## config.mk

```make
export PLATFORM = sky130hd
export DESIGN_NAME = adaptive_host_port
export DESIGN_NICKNAME = d
export VERILOG_FILES = /design/src/rtl/hbi_pkg.sv /design/src/rtl/hbi_sync.sv /design/src/rtl/hbi_cycle_track.sv /design/src/rtl/hbi_strobe.sv /design/src/rtl/hbi_regfile.sv /design/src/rtl/adaptive_host_port.sv
export SDC_FILE = /design/constraint.sdc
export NUM_CORES = 1
export LEC_CHECK = 0
export BUFFER_PORTS_ARGS = -buffer_cell sky130_fd_sc_hd__buf_2
export CAP_MARGIN = 20
export CORE_ASPECT_RATIO = 0.8
export CORE_MARGIN = 1
export CORE_UTILIZATION = 54
export CTS_CLUSTER_DIAMETER = 30
export DETAILED_ROUTE_END_ITERATION = 8
export GPL_TIMING_DRIVEN = 0
export PLACE_DENSITY = 0.78
export SLEW_MARGIN = 10
export SYNTH_ARGS = -nofsm -noshare
export SYNTH_HDL_FRONTEND = slang
export SYNTH_SLANG_ARGS = --single-unit
export TNS_END_PERCENT = 50
```

## constraint.sdc

```tcl
create_clock -name clk -period 2.4 [get_ports clk]
set_clock_uncertainty 0.2 [all_clocks]
set_input_delay 0.24 -clock clk [delete_from_list [all_inputs] [get_ports clk]]
set_output_delay 0.24 -clock clk [all_outputs]
set_load 0.02 [all_outputs]
```

## src/rtl/hbi_pkg.sv

```systemverilog
// Shared types and slot numbers for the adaptive host register port.
// Assumes the slot numbers fit in the smallest ADDR_W the top accepts (2).
package hbi_pkg;

    // Host bus style, decided afresh at each chip-select fall.
    typedef enum logic {
        STYLE_DS_RW = 1'b0,   // data strobe high active, direction line
        STYLE_RD_WR = 1'b1    // split read and write strobes, low active
    } bus_style_e;

    // Register slots seen by the host.
    localparam int unsigned SLOT_DATA = 0;
    localparam int unsigned SLOT_CTRL = 1;
    localparam int unsigned SLOT_STAT = 2;

endpackage

```

## src/rtl/hbi_sync.sv

```systemverilog
// Two-stage synchronizer for a bundle of asynchronous host inputs.
// Assumes every bit of the bundle is held steady across several clocks,
// so that the bits sampled on one edge form a coherent bundle.
module hbi_sync #(
    parameter int unsigned  W       = 8,
    parameter logic [W-1:0] RST_VAL = '0
) (
    input  logic         clk,
    input  logic         rst_n,
    input  logic [W-1:0] d_async,
    output logic [W-1:0] q_sync
);

    logic [W-1:0] stage1;
    logic [W-1:0] stage2;

    // Two flops in series; both start at the idle level of the bus.
    always_ff @(posedge clk) begin
        if (!rst_n) begin
            stage1 <= RST_VAL;
            stage2 <= RST_VAL;
        end else begin
            stage1 <= d_async;
            stage2 <= stage1;
        end
    end

    assign q_sync = stage2;

endmodule

```

## src/rtl/hbi_cycle_track.sv

```systemverilog
// Tracks host accesses. On each chip-select fall it records the bus style
// taken from the shared strobe pin, records whether the bus is multiplexed
// (taken from the address-latch level), and latches the address from the
// data lines when the bus is multiplexed. Assumes its inputs are already
// synchronized and share one latency.
module hbi_cycle_track
    import hbi_pkg::*;
#(
    parameter int unsigned DATA_W = 8,
    parameter int unsigned ADDR_W = 2
) (
    input  logic              clk,
    input  logic              rst_n,
    input  logic              cs_s,
    input  logic              ds_rd_s,
    input  logic              ale_s,
    input  logic [DATA_W-1:0] dq_s,
    input  logic [ADDR_W-1:0] rsel_s,
    output logic              in_cycle,
    output bus_style_e        style,
    output logic              muxed,
    output logic [ADDR_W-1:0] addr_sel
);

    logic              cs_prev;
    logic              cs_fall;
    logic [ADDR_W-1:0] addr_lat;

    assign cs_fall = cs_prev & ~cs_s;

    // Remembers the previous chip-select level for edge detection.
    always_ff @(posedge clk) begin
        if (!rst_n) cs_prev <= 1'b1;
        else        cs_prev <= cs_s;
    end

    // Opens an access on chip-select fall and closes it on chip-select rise.
    always_ff @(posedge clk) begin
        if (!rst_n)       in_cycle <= 1'b0;
        else if (cs_fall) in_cycle <= 1'b1;
        else if (cs_s)    in_cycle <= 1'b0;
    end

    // Records bus style and address scheme once per access.
    always_ff @(posedge clk) begin
        if (!rst_n) begin
            style <= STYLE_RD_WR;
            muxed <= 1'b0;
        end else if (cs_fall) begin
            style <= ds_rd_s ? STYLE_RD_WR : STYLE_DS_RW;
            muxed <= ale_s;
        end
    end

    // Captures the address from the data lines on a multiplexed bus.
    always_ff @(posedge clk) begin
        if (!rst_n)                 addr_lat <= '0;
        else if (cs_fall && ale_s)  addr_lat <= dq_s[ADDR_W-1:0];
    end

    // Chooses where the active address comes from.
    always_comb begin
        addr_sel = muxed ? addr_lat : rsel_s;
    end

endmodule

```

## src/rtl/hbi_strobe.sv

```systemverilog
// Turns the synchronized shared pins into read and write activity for the
// style recorded at the start of the access. Gives one-clock start and end
// marks for reads and a commit mark at the trailing edge of a write. While
// the write strobe is active it keeps the last address and data, so a host
// that changes the bus as it releases the strobe still writes what it meant.
module hbi_strobe
    import hbi_pkg::*;
#(
    parameter int unsigned DATA_W = 8,
    parameter int unsigned ADDR_W = 2
) (
    input  logic              clk,
    input  logic              rst_n,
    input  logic              cs_s,
    input  logic              ds_rd_s,
    input  logic              wr_rw_s,
    input  logic              in_cycle,
    input  bus_style_e        style,
    input  logic [ADDR_W-1:0] addr_sel,
    input  logic [DATA_W-1:0] dq_s,
    output logic              rd_act,
    output logic              rd_start,
    output logic              rd_end,
    output logic              wr_commit,
    output logic [ADDR_W-1:0] waddr,
    output logic [DATA_W-1:0] wdata
);

    logic rd_req;
    logic wr_req;
    logic wr_act;
    logic rd_prev;
    logic wr_prev;

    // Decodes the pins according to the recorded bus style.
    always_comb begin
        if (style == STYLE_RD_WR) begin
            rd_req = ~ds_rd_s;
            wr_req = ~wr_rw_s;
        end else begin
            rd_req = ds_rd_s & wr_rw_s;
            wr_req = ds_rd_s & ~wr_rw_s;
        end
        rd_act = in_cycle & ~cs_s & rd_req;
        wr_act = in_cycle & ~cs_s & wr_req;
    end

    // Remembers the previous activity levels for edge marks.
    always_ff @(posedge clk) begin
        if (!rst_n) begin
            rd_prev <= 1'b0;
            wr_prev <= 1'b0;
        end else begin
            rd_prev <= rd_act;
            wr_prev <= wr_act;
        end
    end

    // Keeps the address and data of the write in progress.
    always_ff @(posedge clk) begin
        if (!rst_n) begin
            waddr <= '0;
            wdata <= '0;
        end else if (wr_act) begin
            waddr <= addr_sel;
            wdata <= dq_s;
        end
    end

    assign rd_start  = rd_act & ~rd_prev;
    assign rd_end    = rd_prev & ~rd_act;
    assign wr_commit = wr_prev & ~wr_act;

endmodule

```

## src/rtl/hbi_regfile.sv

```systemverilog
// The four host-visible slots: data (transmit on write, receive on read),
// control, sticky status and a reserved slot that reads zero. A status
// read snapshots the flags at its start and clears only that snapshot once
// the read ends. Events always win over a clear in the same clock.
module hbi_regfile
    import hbi_pkg::*;
#(
    parameter int unsigned DATA_W = 8,
    parameter int unsigned ADDR_W = 2
) (
    input  logic              clk,
    input  logic              rst_n,
    input  logic              wr_commit,
    input  logic [ADDR_W-1:0] waddr,
    input  logic [DATA_W-1:0] wdata,
    input  logic              rd_start,
    input  logic              rd_end,
    input  logic [ADDR_W-1:0] raddr,
    input  logic [DATA_W-1:0] evt_i,
    input  logic              rx_load_i,
    input  logic [DATA_W-1:0] rx_data_i,
    output logic [DATA_W-1:0] rdata,
    output logic [DATA_W-1:0] ctrl_o,
    output logic [DATA_W-1:0] tx_data_o,
    output logic              tx_wr_o,
    output logic [DATA_W-1:0] status_q
);

    localparam logic [ADDR_W-1:0] A_DATA = ADDR_W'(SLOT_DATA);
    localparam logic [ADDR_W-1:0] A_CTRL = ADDR_W'(SLOT_CTRL);
    localparam logic [ADDR_W-1:0] A_STAT = ADDR_W'(SLOT_STAT);

    logic [DATA_W-1:0] rx_q;
    logic [DATA_W-1:0] clr_mask;
    logic              clr_pend;
    logic [DATA_W-1:0] clr_now;

    // Applies host writes to the transmit and control slots.
    always_ff @(posedge clk) begin
        if (!rst_n) begin
            ctrl_o    <= '0;
            tx_data_o <= '0;
            tx_wr_o   <= 1'b0;
        end else begin
            tx_wr_o <= 1'b0;
            if (wr_commit && waddr == A_DATA) begin
                tx_data_o <= wdata;
                tx_wr_o   <= 1'b1;
            end
            if (wr_commit && waddr == A_CTRL) ctrl_o <= wdata;
        end
    end

    // Loads the receive byte from the core side.
    always_ff @(posedge clk) begin
        if (!rst_n)         rx_q <= '0;
        else if (rx_load_i) rx_q <= rx_data_i;
    end

    // Snapshots the flags the host sees when a status read starts.
    always_ff @(posedge clk) begin
        if (!rst_n) begin
            clr_pend <= 1'b0;
            clr_mask <= '0;
        end else if (rd_start && raddr == A_STAT) begin
            clr_pend <= 1'b1;
            clr_mask <= status_q;
        end else if (rd_end) begin
            clr_pend <= 1'b0;
        end
    end

    assign clr_now = (rd_end && clr_pend) ? clr_mask : '0;

    // Sticky flags: set by events at any time, cleared only after a read.
    always_ff @(posedge clk) begin
        if (!rst_n) status_q <= '0;
        else        status_q <= (status_q & ~clr_now) | evt_i;
    end

    // Selects the byte returned for the current address.
    always_comb begin
        unique case (raddr)
            A_DATA:  rdata = rx_q;
            A_CTRL:  rdata = ctrl_o;
            A_STAT:  rdata = status_q;
            default: rdata = '0;
        endcase
    end

endmodule

```

## src/rtl/adaptive_host_port.sv

```systemverilog
// Top of the adaptive host register port. It synchronizes all host pins as
// one bundle so that their relative timing survives, tracks each access,
// decodes the strobes and serves the register file. The data bus is split
// into input, output and enable; the pad ring builds the tri-state driver.
// Assumes host pins are held steady for at least three clocks around every
// transition and that ADDR_W is at least 2 and no wider than DATA_W.
module adaptive_host_port
    import hbi_pkg::*;
#(
    parameter int unsigned DATA_W = 8,
    parameter int unsigned ADDR_W = 2
) (
    input  logic              clk,
    input  logic              rst_n,
    input  logic              cs_n,
    input  logic              ds_rd,
    input  logic              wr_rw,
    input  logic              ale,
    input  logic [ADDR_W-1:0] rsel,
    input  logic [DATA_W-1:0] dq_in,
    output logic [DATA_W-1:0] dq_out,
    output logic              dq_oe,
    output logic [DATA_W-1:0] ctrl_o,
    output logic [DATA_W-1:0] tx_data_o,
    output logic              tx_wr_o,
    input  logic [DATA_W-1:0] rx_data_i,
    input  logic              rx_load_i,
    input  logic [DATA_W-1:0] evt_i
);

    localparam int unsigned SYNC_W = 4 + ADDR_W + DATA_W;
    localparam logic [SYNC_W-1:0] SYNC_IDLE = {1'b1, 1'b1, 1'b1, 1'b0,
                                              {(ADDR_W + DATA_W){1'b0}}};

    logic [SYNC_W-1:0] pins_async;
    logic [SYNC_W-1:0] pins_sync;
    logic              cs_s;
    logic              ds_rd_s;
    logic              wr_rw_s;
    logic              ale_s;
    logic [ADDR_W-1:0] rsel_s;
    logic [DATA_W-1:0] dq_s;

    logic              in_cycle;
    bus_style_e        style;
    logic              muxed;
    logic [ADDR_W-1:0] addr_sel;
    logic              rd_act;
    logic              rd_start;
    logic              rd_end;
    logic              wr_commit;
    logic [ADDR_W-1:0] waddr;
    logic [DATA_W-1:0] wdata;
    logic [DATA_W-1:0] rdata;
    logic [DATA_W-1:0] status_w;

    assign pins_async = {cs_n, ds_rd, wr_rw, ale, rsel, dq_in};
    assign {cs_s, ds_rd_s, wr_rw_s, ale_s, rsel_s, dq_s} = pins_sync;

    hbi_sync #(
        .W       (SYNC_W),
        .RST_VAL (SYNC_IDLE)
    ) u_sync (
        .clk     (clk),
        .rst_n   (rst_n),
        .d_async (pins_async),
        .q_sync  (pins_sync)
    );

    hbi_cycle_track #(
        .DATA_W (DATA_W),
        .ADDR_W (ADDR_W)
    ) u_track (
        .clk      (clk),
        .rst_n    (rst_n),
        .cs_s     (cs_s),
        .ds_rd_s  (ds_rd_s),
        .ale_s    (ale_s),
        .dq_s     (dq_s),
        .rsel_s   (rsel_s),
        .in_cycle (in_cycle),
        .style    (style),
        .muxed    (muxed),
        .addr_sel (addr_sel)
    );

    hbi_strobe #(
        .DATA_W (DATA_W),
        .ADDR_W (ADDR_W)
    ) u_strobe (
        .clk       (clk),
        .rst_n     (rst_n),
        .cs_s      (cs_s),
        .ds_rd_s   (ds_rd_s),
        .wr_rw_s   (wr_rw_s),
        .in_cycle  (in_cycle),
        .style     (style),
        .addr_sel  (addr_sel),
        .dq_s      (dq_s),
        .rd_act    (rd_act),
        .rd_start  (rd_start),
        .rd_end    (rd_end),
        .wr_commit (wr_commit),
        .waddr     (waddr),
        .wdata     (wdata)
    );

    hbi_regfile #(
        .DATA_W (DATA_W),
        .ADDR_W (ADDR_W)
    ) u_regs (
        .clk       (clk),
        .rst_n     (rst_n),
        .wr_commit (wr_commit),
        .waddr     (waddr),
        .wdata     (wdata),
        .rd_start  (rd_start),
        .rd_end    (rd_end),
        .raddr     (addr_sel),
        .evt_i     (evt_i),
        .rx_load_i (rx_load_i),
        .rx_data_i (rx_data_i),
        .rdata     (rdata),
        .ctrl_o    (ctrl_o),
        .tx_data_o (tx_data_o),
        .tx_wr_o   (tx_wr_o),
        .status_q  (status_w)
    );

    // Drives read data only while a read is active; zero otherwise.
    always_comb begin
        dq_oe  = rd_act;
        dq_out = rd_act ? rdata : '0;
    end

endmodule

```

==> metrics.md, run 1 <==
| Metric | Value |
|---|---|
| Max rail drop VDD | `0.440 mV` |
| Pin count of the biggest net entering global routing | `15` |
| GR Util All Layers | `0.250` |
| Skew-Pair Late Insertion Delay | `350 ps` |
| Required @ worst endpoint | `1960 ps` |
| Rows | `24` |
| Static Leak | `1.76 nW` |
| Crit-path cells | `mux2i_4, buf_12, mux2i_2, a2bb2oi_1, nor2_1, buf_2` |
| Period utilization | `0.974` |
| Flops & latches, synth | `88` |
| Register area share after synthesis | `0.553` |
| R2R Setup Slk | `410 ps` |
| Total of max-cap violations | `0` |
| CP max FO | `10` |
| DRC Markers | `0` |
| Outcome | `complete, no violations` |
| CTS sink count | `88` |
| DRT Pass-1 Iters | `4` |
| Antenna Violating Nets Remaining | `0` |
| Syn Std Cell Area | `3190 um^2` |
| IO Port Bufs | `56` |
| Routed via count | `2578` |
| Simple-gate portion of the synthesized area | `0.190` |
| CTS H-tree depth | `3` |
| Final Setup Violations | `0` |
| Diodes inserted | `0` |
| Cell family with most CP delay | `multiplexers` |
| WL final | `7070 um` |
| Clock root buffer master | `clkbuf_8` |
| Worst-path clk slew | `80 ps` |
| Relative slew slack | `0.620` |
| Synthesis Warnings | `0` |
| Xor/xnor share of the synthesized area | `0` |
| Slew Viols, Final | `0` |
| First-pass GRT wire length | `11600 um` |
| Worst slew pin tran | `570 ps` |
| Largest family of logic cells by synthesized area | `simple AND/OR/NAND/NOR gates` |
| Post-Synthesis Cells | `329` |
| Initial antenna violation count | `0` |
| Routed wire per std cell | `13.9 um` |
| Boundary Pins | `59` |
| Clock buffer count from CTS | `9` |
| CTS tree | `yes` |
| Die area | `6210 um^2` |
| Buf/Inv on CP | `2` |
| Synth-to-layout area growth | `27.9%` |
| Die W | `87.9 um` |
| Post-Syn Nets | `362` |
| Final Hold Vio Count | `0` |
| Max Freq | `428 MHz` |
| GRT overflow | `0` |
| Clock buffer depth | `2` |
| Vias in the first global route | `2451` |
| Startpoint Class | `register` |
| HP Class | `in2reg` |
| Die H | `70.7 um` |
| Syn_area_per_cell | `9.69 um^2` |
| Proportion of layout cells with a drive suffix above 1 | `0.197` |
| CP max stage delay | `390 ps` |
| Core Box Area | `5560 um^2` |
| Number of distinct library cells after synthesis | `30` |
| CP Data Arrival Time | `1900 ps` |
| Fillers | `413` |
| Post-synthesis mux area share | `0.139` |
| Synth Area in Compound Gates | `0.0770` |
| Final core occ | `0.734` |
| GP Congestion | `0.786` |
| RSZ-0062 raised after global routing | `true` |
| Adder-Cell Fraction of Synth Area | `0` |
| CP Capture Type | `primary output` |
| Vias/cell | `5.05` |
| Tmin final | `2340 ps` |
| Setup Crit Path Kind | `reg2out` |
| Initial drt markers | `132` |
| Initial Util | `0.574` |
| Power Density | `634 nW/um^2` |
| Setup TNS | `0 ps` |
| Layout Nets | `460` |
| HPWL Detailed | `4800 um` |
| CP max stage cell | `dfxtp_2` |
==> layout by cell type (no fill, tap or decap), types with 2 or more instances in the layout <==
| cell type | count |
|---|---|
| buf_2 | 58 |
| clkinv_2 | 4 |
| a31oi_1 | 8 |
| a2bb2oi_1 | 7 |
| a21oi_1 | 11 |
| nor3_1 | 2 |
| nand3_1 | 2 |
| mux2i_2 | 4 |
| dfxtp_1 | 87 |
| nand2_1 | 60 |
| clkbuf_1 | 17 |
| mux2i_1 | 37 |
| nor2_1 | 24 |
| inv_1 | 10 |
| buf_6 | 2 |
| dlygate4sd3_1 | 30 |
| clkbuf_8 | 9 |
| o21ai_0 | 8 |
| and2_1 | 24 |
| nand2b_1 | 9 |
==> registers in the layout, summed over array words and instances, names as in the netlist, 2 cells and up <==
| signal | flops |
|---|---|
| u_regs.ctrl_o | 8 |
| u_strobe.wdata | 8 |
| u_sync.q_sync | 14 |
| u_strobe.waddr | 2 |
| u_track.addr_lat | 2 |
| u_regs.clr_mask | 8 |
| u_regs.rx_q | 8 |
| u_sync.stage1 | 14 |
| u_regs.tx_data_o | 8 |
| u_regs.status_q | 8 |
==> kinds of logic after synthesis <==
group,Yosys count
AOI/OAI and AO/OA,39
buffers and inverters,30
DFF,88
muxes,43
and+or+nand+nor,129
==> cells in the mapped netlist <==
library cell	n	area share
a211oi_1	1	0.0024
a21boi_0	1	0.0024
a21o_1	1	0.0024
a21oi_1	11	0.017
a2bb2oi_1	8	0.022
a31oi_1	8	0.016
and2_1	24	0.047
and3_1	1	0.0020
buf_2	2	0.0031
buf_6	2	0.0071
clkbuf_1	16	0.019
dfxtp_1	88	0.55
inv_1	10	0.012
mux2_2	1	0.0035
mux2i_1	41	0.13
mux2i_4	1	0.0071
nand2_1	60	0.071
nand2b_1	9	0.018
nand3_1	2	0.0031
nand3b_1	1	0.0024
nand4b_1	1	0.0027
nor2_1	24	0.028
nor2b_1	1	0.0020
nor3_1	2	0.0031
nor3b_2	1	0.0039
nor4b_1	1	0.0027
o21a_1	1	0.0024
o21ai_0	8	0.013
or2b_1	1	0.0024
or3_1	1	0.0020
==> per-layer routing <==
metal  GRT usage  vias to the layer above  routed length (um)
li1            -                     1274                   -
met1       0.321                     1226                3270
met2       0.401                       68                3340
met3      0.0793                       10                 376
met4      0.0783                        0                  89
met5           0                        -                   0
==> cell type report <==
cell class | count | area [um^2] | share of cell area
well taps | 78 | 97.6 | 0.0239
repair buffers | 87 | 601 | 0.147
clock buffers | 10 | 128 | 0.0313
clock inverters | 6 | 36.3 | 0.00890
plain buffers | 20 | 92.6 | 0.0227
inverters | 10 | 37.5 | 0.00921
flip-flops and latches | 88 | 1760 | 0.433
multi-input cells | 211 | 1320 | 0.324
==> report_power, final <==
part	internal, mW	switching (mW)	total [mW]
combinational	0.102	0.0832	0.185
sequential	1.50	0.0219	1.52
clock	0.371	0.505	0.876
==> worst register-to-register path: stages (launching register included) <==
cell and delay, ps:
dfxtp_2 390, mux2i_4 270, buf_12 170, and2_1 170, buf_6 140, nor3b_2 200, buf_6 190, mux2i_1 190
==> through the flow <==
stage / worst slack, ps / cells / hold slack (ps) / power (mW) / instance area (um^2)
after detailed placement: 229 / 463 / 197 / 1.69 / 3560
final: 62.3 / 510 / 112 / 2.58 / 4080
after CTS: 3.61 / 510 / 93.5 / 2.58 / 4050
after global routing: 1.68 / 510 / 122 / 2.68 / 4080
after global placement: 241 / 463 / 197 / 1.69 / 3560
after floorplan: 496 / 329 / 141 / 1.64 / 3190
==> path summary, 6_finish.rpt <==
| kind | start | endpoint | cells past startpoint |
|---|---|---|---|
| setup / recovery | u_track.muxed | dq_out[0] | 6 |
| hold / removal | rst_n | u_track.cs_prev | 2 |
| setup reg to reg | u_track.muxed | u_regs.clr_mask[6] | 7 |
| hold reg to reg | u_sync.stage1[13] | u_sync.q_sync[13] | 1 |
==> what timing repair did <==
item | in CTS | in global routing
hold buffers | 30 | 0
endpoints found under the setup margin | 8 | 8
resized for setup | 0 | 7
buffers inserted | 1 | 0
pin swaps | 0 | 0
hold endpoints to repair | 30 | 0
Note: power is estimated with default switching activity, not from simulation.
==> run 2: changes to the inputs <==
MAX_ROUTING_LAYER = met4   (was unset)
RECOVER_POWER = 25   (was unset)
SLEW_MARGIN = 20   (was 10)
==> run 2 against run 1 <==
Net effect: global-route usage increased by 0.77 points; via count decreased by 0.54%; clock power decreased by 0.8%; non-clock buffer count unchanged; die area unchanged; first-iteration DRC count increased by 2.3%; sequential cell count unchanged; design area unchanged; critical path depth unchanged; register-to-register slack about the same; routed wire length decreased by 0.81%; count of clock-buffer cells in the layout unchanged; largest cell class unchanged.
==> metrics.md, run 2 (synthesis gave the netlist of run 1 again) <==
| Metric | Value |
|---|---|
| Final hold slack | `110 ps (-2.49 ps)` |
| Cell family with most CP delay | `multiplexers` |
| CP Capture Type | `primary output` |
| GP Congestion | `0.797 (+1.4%)` |
| HPWL Detailed | `4800 um (unchanged)` |
| CP max stage delay | `390 ps (about the same)` |
| IO Port Bufs | `56 (unchanged)` |
| Total of max-cap violations | `0 (unchanged)` |
| Crit-path cells | `mux2i_4, buf_12, mux2i_1, a2bb2oi_1, nor2_1, buf_2` |
| Rows | `24 (unchanged)` |
| Max rail drop VDD | `0.433 mV (-1.5%)` |
| Antenna Violating Nets Remaining | `0 (unchanged)` |
| CTS H-tree depth | `3 (unchanged)` |
| Initial Util | `0.574 (unchanged)` |
| Synth-to-layout area growth | `27.9% (unchanged)` |
| Initial antenna violation count | `0 (unchanged)` |
| Pin count of the biggest net entering global routing | `15 (unchanged)` |
| Outcome | `complete, no violations` |
| Proportion of layout cells with a drive suffix above 1 | `0.197 (unchanged)` |
| CP max stage cell | `dfxtp_2` |
| HP Class | `in2reg` |
| CTS tree | `yes` |
| Fin area | `4080 um^2 (unchanged)` |
| Setup Crit Path Kind | `reg2out` |
| Buf/Inv on CP | `2 (unchanged)` |
| Relative slew slack | `0.618 (-0.00197)` |
| Routed via count | `2564 (-0.54%)` |
| Required @ worst endpoint | `1960 ps (about the same)` |
| Final Hold Vio Count | `0 (unchanged)` |
| GRT overflow | `0 (unchanged)` |
| Reg2Reg Depth | `7 (unchanged)` |
| Most common cell after layout, fill and taps aside | `dfxtp_1` |
| Final Setup Violations | `0 (unchanged)` |
| Skew-Pair Late Insertion Delay | `350 ps (about the same)` |
| Crit. Startpoint | `u_track.muxed` |
| Worst R2R Start | `u_track.muxed` |
| Clock root buffer master | `clkbuf_8` |
| Startpoint Class | `register` |
| Static Leak | `1.76 nW (-0.40%)` |
| Die area | `6210 um^2 (unchanged)` |
| CTS sink count | `88 (unchanged)` |
| Die W | `87.9 um (unchanged)` |
| Initial drt markers | `135 (+2.3%)` |
| Commonest non-fill, non-tap cells in the layout | `87 x dfxtp_1, 60 x nand2_1, 58 x buf_2, 37 x mux2i_1, 30 x dlygate4sd3_1` |
| Worst path depth | `6 (unchanged)` |
| Vias in the first global route | `2449 (-0.082%)` |
| Worst slew pin tran | `573 ps (+2.95 ps)` |
| Max Freq | `429 MHz (+0.18%)` |
| Slew Viols, Final | `0 (unchanged)` |
| Clock buffer count from CTS | `9 (unchanged)` |
| Routed wire per std cell | `13.7 um (-0.81%)` |
| Core Box Area | `5560 um^2 (unchanged)` |
| Hold path cells | `2 (unchanged)` |
| Final Power | `2.58 mW (-0.28%)` |
| DRT Pass-1 Iters | `4 (unchanged)` |
| Period utilization | `0.972 (-0.00179)` |
| Worst-path clk slew | `80 ps (about the same)` |
| Diodes inserted | `0 (unchanged)` |
| Tmin final | `2330 ps (-4.29 ps)` |
| First-pass GRT wire length | `11600 um (+0.12%)` |
| CP Data Arrival Time | `1890 ps (about the same)` |
| Dpl cell area | `3560 um^2 (unchanged)` |
| Power Density | `632 nW/um^2 (-0.28%)` |
| Die H | `70.7 um (unchanged)` |
| Clock buffer depth | `2 (unchanged)` |
| Vias/cell | `5.03 (-0.54%)` |
| DRC Markers | `0 (unchanged)` |
| Boundary Pins | `59 (unchanged)` |
| RSZ-0062 raised after global routing | `true` |
| Layout Nets | `460 (unchanged)` |
| CP max FO | `10 (unchanged)` |
| GR Util All Layers | `0.258 (+0.00774)` |
| Setup TNS | `0 ps (unchanged)` |
| Hold Startpoint | `rst_n` |
| Final core occ | `0.734 (unchanged)` |
| WL final | `7010 um (-0.81%)` |
[run 2: cell counts in the layout (fill, tap and decap cells not counted)]
Identical to the previous run, type by type.
[run 2: what timing repair did]
action | in CTS | in global routing
hold endpoints to repair | 30 | 0
hold buffers | 30 | 0
resized for setup | 0 | 7
endpoints found under the setup margin | 8 | 8
buffers inserted | 1 | 0
[run 2: final cells by class]
| cell class | instances | area [um^2] |
|---|---|---|
| clock inverters | 6 | 36.3 |
| inverters | 10 | 37.5 |
| plain buffers | 20 | 92.6 |
| well taps | 78 | 97.6 |
| clock buffers | 10 | 128 |
| flip-flops and latches | 88 | 1760 |
| repair buffers | 87 | 601 |
| multi-input cells | 211 | 1320 |
| fillers | 413 | 1480 |
[run 2: metrics by stage]
stage / std cells / worst slack (ps)
after global routing: 510 / 1.68
after CTS: 510 / 3.61
after floorplan: 329 / 496
after global placement: 463 / 241
final: 510 / 66.6
after detailed placement: 463 / 229
[run 2: report_power, final]
| group | switching, mW | total, mW | internal [mW] | leakage (nW) |
|---|---|---|---|---|
| clock | 0.499 | 0.869 | 0.370 | 0.0858 |
| combinational | 0.0831 | 0.185 | 0.102 | 0.951 |
| sequential | 0.0219 | 1.52 | 1.50 | 0.720 |
[run 2: routing by layer]
metal | wire [um] | vias to the layer above | GRT usage
li1 | - | 1275 | -
met1 | 3170 | 1214 | 0.320
met2 | 3340 | 66 | 0.403
met3 | 402 | 9 | 0.0793
met4 | 91 | 0 | 0.0783
met5 | 0 | - | -
[run 2: path summary, 6_finish.rpt]
check | endpoint | slack (ps)
setup / recovery | dq_out[5] | 70
hold / removal | u_track.cs_prev | 110
setup reg to reg | u_regs.clr_mask[0] | 420
hold reg to reg | u_sync.q_sync[13] | 210
==> run 3: changes to the inputs <==
==> constraint.sdc (replaced) <==
create_clock -name clk -period 2.4 [get_ports clk]
set_clock_uncertainty 0.2 [all_clocks]
set_input_delay 0.48 -clock clk [delete_from_list [all_inputs] [get_ports clk]]
set_output_delay 0.48 -clock clk [all_outputs]
set_load 0.02 [all_outputs]
==> run 3 against run 2 <==
Net effect: the run now ends with setup timing left; via count decreased by 5.2%; sequential cell count is the same; power fell by 1.3%; die area stayed put; clock power barely moved; combinational power decreased by 19%; design area down 6.4%; critical path depth is 1 higher; first-iteration DRC count fell by 4.4%; critical endpoint is now dq_out[0]; fmax is 8.9% lower.
==> metrics.md, run 3 (synthesis gave the netlist of run 1 again) <==
| Metric | Value |
|---|---|
| Startpoint Class | `register` |
| Initial Util | `0.574 (unchanged)` |
| Layout Nets | `430 (-6.5%)` |
| Worst R2R Start | `u_track.muxed` |
| Failing checks | `setup timing` |
| Crit-path cells | `mux2i_4, buf_12, and2_1, buf_6, a2bb2oi_1, nor2_1, buf_2` |
| CP max stage cell | `dfxtp_4` |
| Synth-to-layout area growth | `19.7%` |
| CP Data Arrival Time | `1880 ps (about the same)` |
| Skew-Pair Late Insertion Delay | `350 ps (about the same)` |
| Antenna Violating Nets Remaining | `0 (unchanged)` |
| Commonest non-fill, non-tap cells in the layout | `87 x dfxtp_1, 60 x nand2_1, 58 x buf_2, 36 x mux2i_1, 24 x nor2_1` |
| CTS tree | `yes` |
| HPWL Detailed | `4800 um (unchanged)` |
| CP max stage delay | `380 ps (about the same)` |
| Area taken by flip-flops and latches | `1770 um^2 (+0.14%)` |
| Max Freq | `391 MHz (-8.9%)` |
| DRC Markers | `0 (unchanged)` |
| Outcome | `complete, but fails checks` |
| GP Congestion | `0.797 (unchanged)` |
| Vias in the first global route | `2279 (-6.9%)` |
| Routed via count | `2431 (-5.2%)` |
| Hold endpoint | `u_sync.stage1[12]` |
| Max rail drop VDD | `0.437 mV (+0.86%)` |
| Vias/cell | `5.06 (+0.74%)` |
| CP Capture Type | `primary output` |
| R2r endpoint | `u_regs.clr_mask[1]` |
| DRT Pass-1 Iters | `4 (unchanged)` |
| Rows | `24 (unchanged)` |
| Total of max-cap violations | `0 (unchanged)` |
| RSZ-0062 raised after global routing | `true` |
| GRT overflow | `0 (unchanged)` |
| Boundary Pins | `59 (unchanged)` |
| Proportion of layout cells with a drive suffix above 1 | `0.219 (+0.0221)` |
| Buf/Inv on CP | `3 (+1)` |
| Worst setup margin | `-160 ps (-227 ps)` |
| CP max FO | `10 (unchanged)` |
| R2R Setup Slk | `410 ps (about the same)` |
| Slew Viols, Final | `0 (unchanged)` |
| Initial drt markers | `129 (-4.4%)` |
| Worst path depth | `7 (+1)` |
| Final core occ | `0.687 (-0.0468)` |
| Hold path cells | `2 (unchanged)` |
| Power Density | `667 nW/um^2 (+5.5%)` |
| Clock buffer depth | `2 (unchanged)` |
| Pin count of the biggest net entering global routing | `15 (unchanged)` |
| Detail Route met2 WL | `3090 um (-7.7%)` |
| Worst-path clk slew | `80 ps (about the same)` |
| Fin area | `3810 um^2 (-6.4%)` |
| Diodes inserted | `0 (unchanged)` |
| Dpl cell area | `3560 um^2 (unchanged)` |
| Cell family with most CP delay | `buffers and inverters` |
| HP Class | `in2reg` |
| Worst slew pin tran | `550 ps (-22.6 ps)` |
| IO Port Bufs | `56 (unchanged)` |
| GR Util All Layers | `0.246 (-0.0118)` |
| Clock buffer count from CTS | `9 (unchanged)` |
| Top Metal Used | `met4` |
| Die W | `87.9 um (unchanged)` |
| Period utilization | `1.07 (+0.0946)` |
| First-pass GRT wire length | `11100 um (-4.9%)` |
| Clock root buffer master | `clkbuf_8` |
| Fillers | `458 (+11%)` |
| Static Leak | `1.64 nW (-6.9%)` |
| Most common cell after layout, fill and taps aside | `dfxtp_1` |
| Routed wire per std cell | `13.8 um (+0.72%)` |
| CTS sink count | `88 (unchanged)` |
| Met1 WL | `3140 um (-1.1%)` |
| Core Box Area | `5560 um^2 (unchanged)` |
| Routed wl met3 | `347 um (-14%)` |
| Die H | `70.7 um (unchanged)` |
| Setup Crit Path Kind | `reg2out` |
| Initial antenna violation count | `0 (unchanged)` |
| CTS H-tree depth | `3 (unchanged)` |
| WL final | `6650 um (-5.2%)` |
| Final Hold Vio Count | `0 (unchanged)` |
| Multi-input logic area | `1360 um^2 (+2.7%)` |
| Relative slew slack | `0.633 (+0.0151)` |
| Tmin final | `2560 ps (+227 ps)` |
| Hold Startpoint | `ds_rd` |
| Die area | `6210 um^2 (unchanged)` |
| Required @ worst endpoint | `1720 ps (-240 ps)` |
| Reg2Reg Depth | `7 (unchanged)` |
| Final Setup Violations | `8 (+8)` |
-- run 3: cell count changes in the layout (fill, tap and decap cells not counted), sizes merged --
cell,previous run,this run
dlygate4sd3,30,0
-- run 3: worst max path at each step --
stage / from / end / slack, ps
final: u_track.muxed / dq_out[0] / -160
after global routing: u_track.muxed / dq_out[0] / -240
after CTS: u_track.muxed / dq_out[0] / -120
after detailed placement: u_track.muxed / dq_out[1] / -8
after global placement: u_track.muxed / dq_out[0] / 0.5
after floorplan: u_track.muxed / dq_out[0] / 260
-- run 3: routing by layer --
layer | up-vias | GRT usage
met1 | 1151 | 0.317
li1 | 1215 | -
met5 | - | -
met2 | 58 | 0.371
met4 | 0 | 0.0710
met3 | 7 | 0.0782
-- run 3: area by class of cell --
class,count,share of cell area
inverters,10,0.00984
repair buffers,57,0.0787
multi-input cells,211,0.356
plain buffers,20,0.0246
flip-flops and latches,88,0.463
clock buffers,10,0.0335
well taps,78,0.0256
clock inverters,6,0.00951
-- run 3: where the power goes --
part	total (mW)	switching (mW)	internal, mW
registers	1.52	0.0233	1.50
clock network	0.872	0.502	0.371
logic	0.149	0.0757	0.0734
-- run 3: metrics by stage --
stage	power, mW	hold WS (ps)	TNS, ps	worst slack (ps)	cells
2_1_floorplan	1.64	186	0	256	329
3_3_place_gp	1.69	197	0	0.519	463
3_5_place_dp	1.69	197	-7.55	-7.55	463
4_1_cts	2.55	92.1	-874	-124	480
5_1_grt	2.65	117	-1550	-236	480
6_report	2.54	102	-862	-160	480
-- run 3: what timing repair did --
| item | 4_1_cts | 5_1_grt |
|---|---|---|
| setup endpoints to repair | 8 | 9 |
| hold buffers | 0 | 0 |
| buffers inserted | 1 | 0 |
| resized for setup | 10 | 5 |
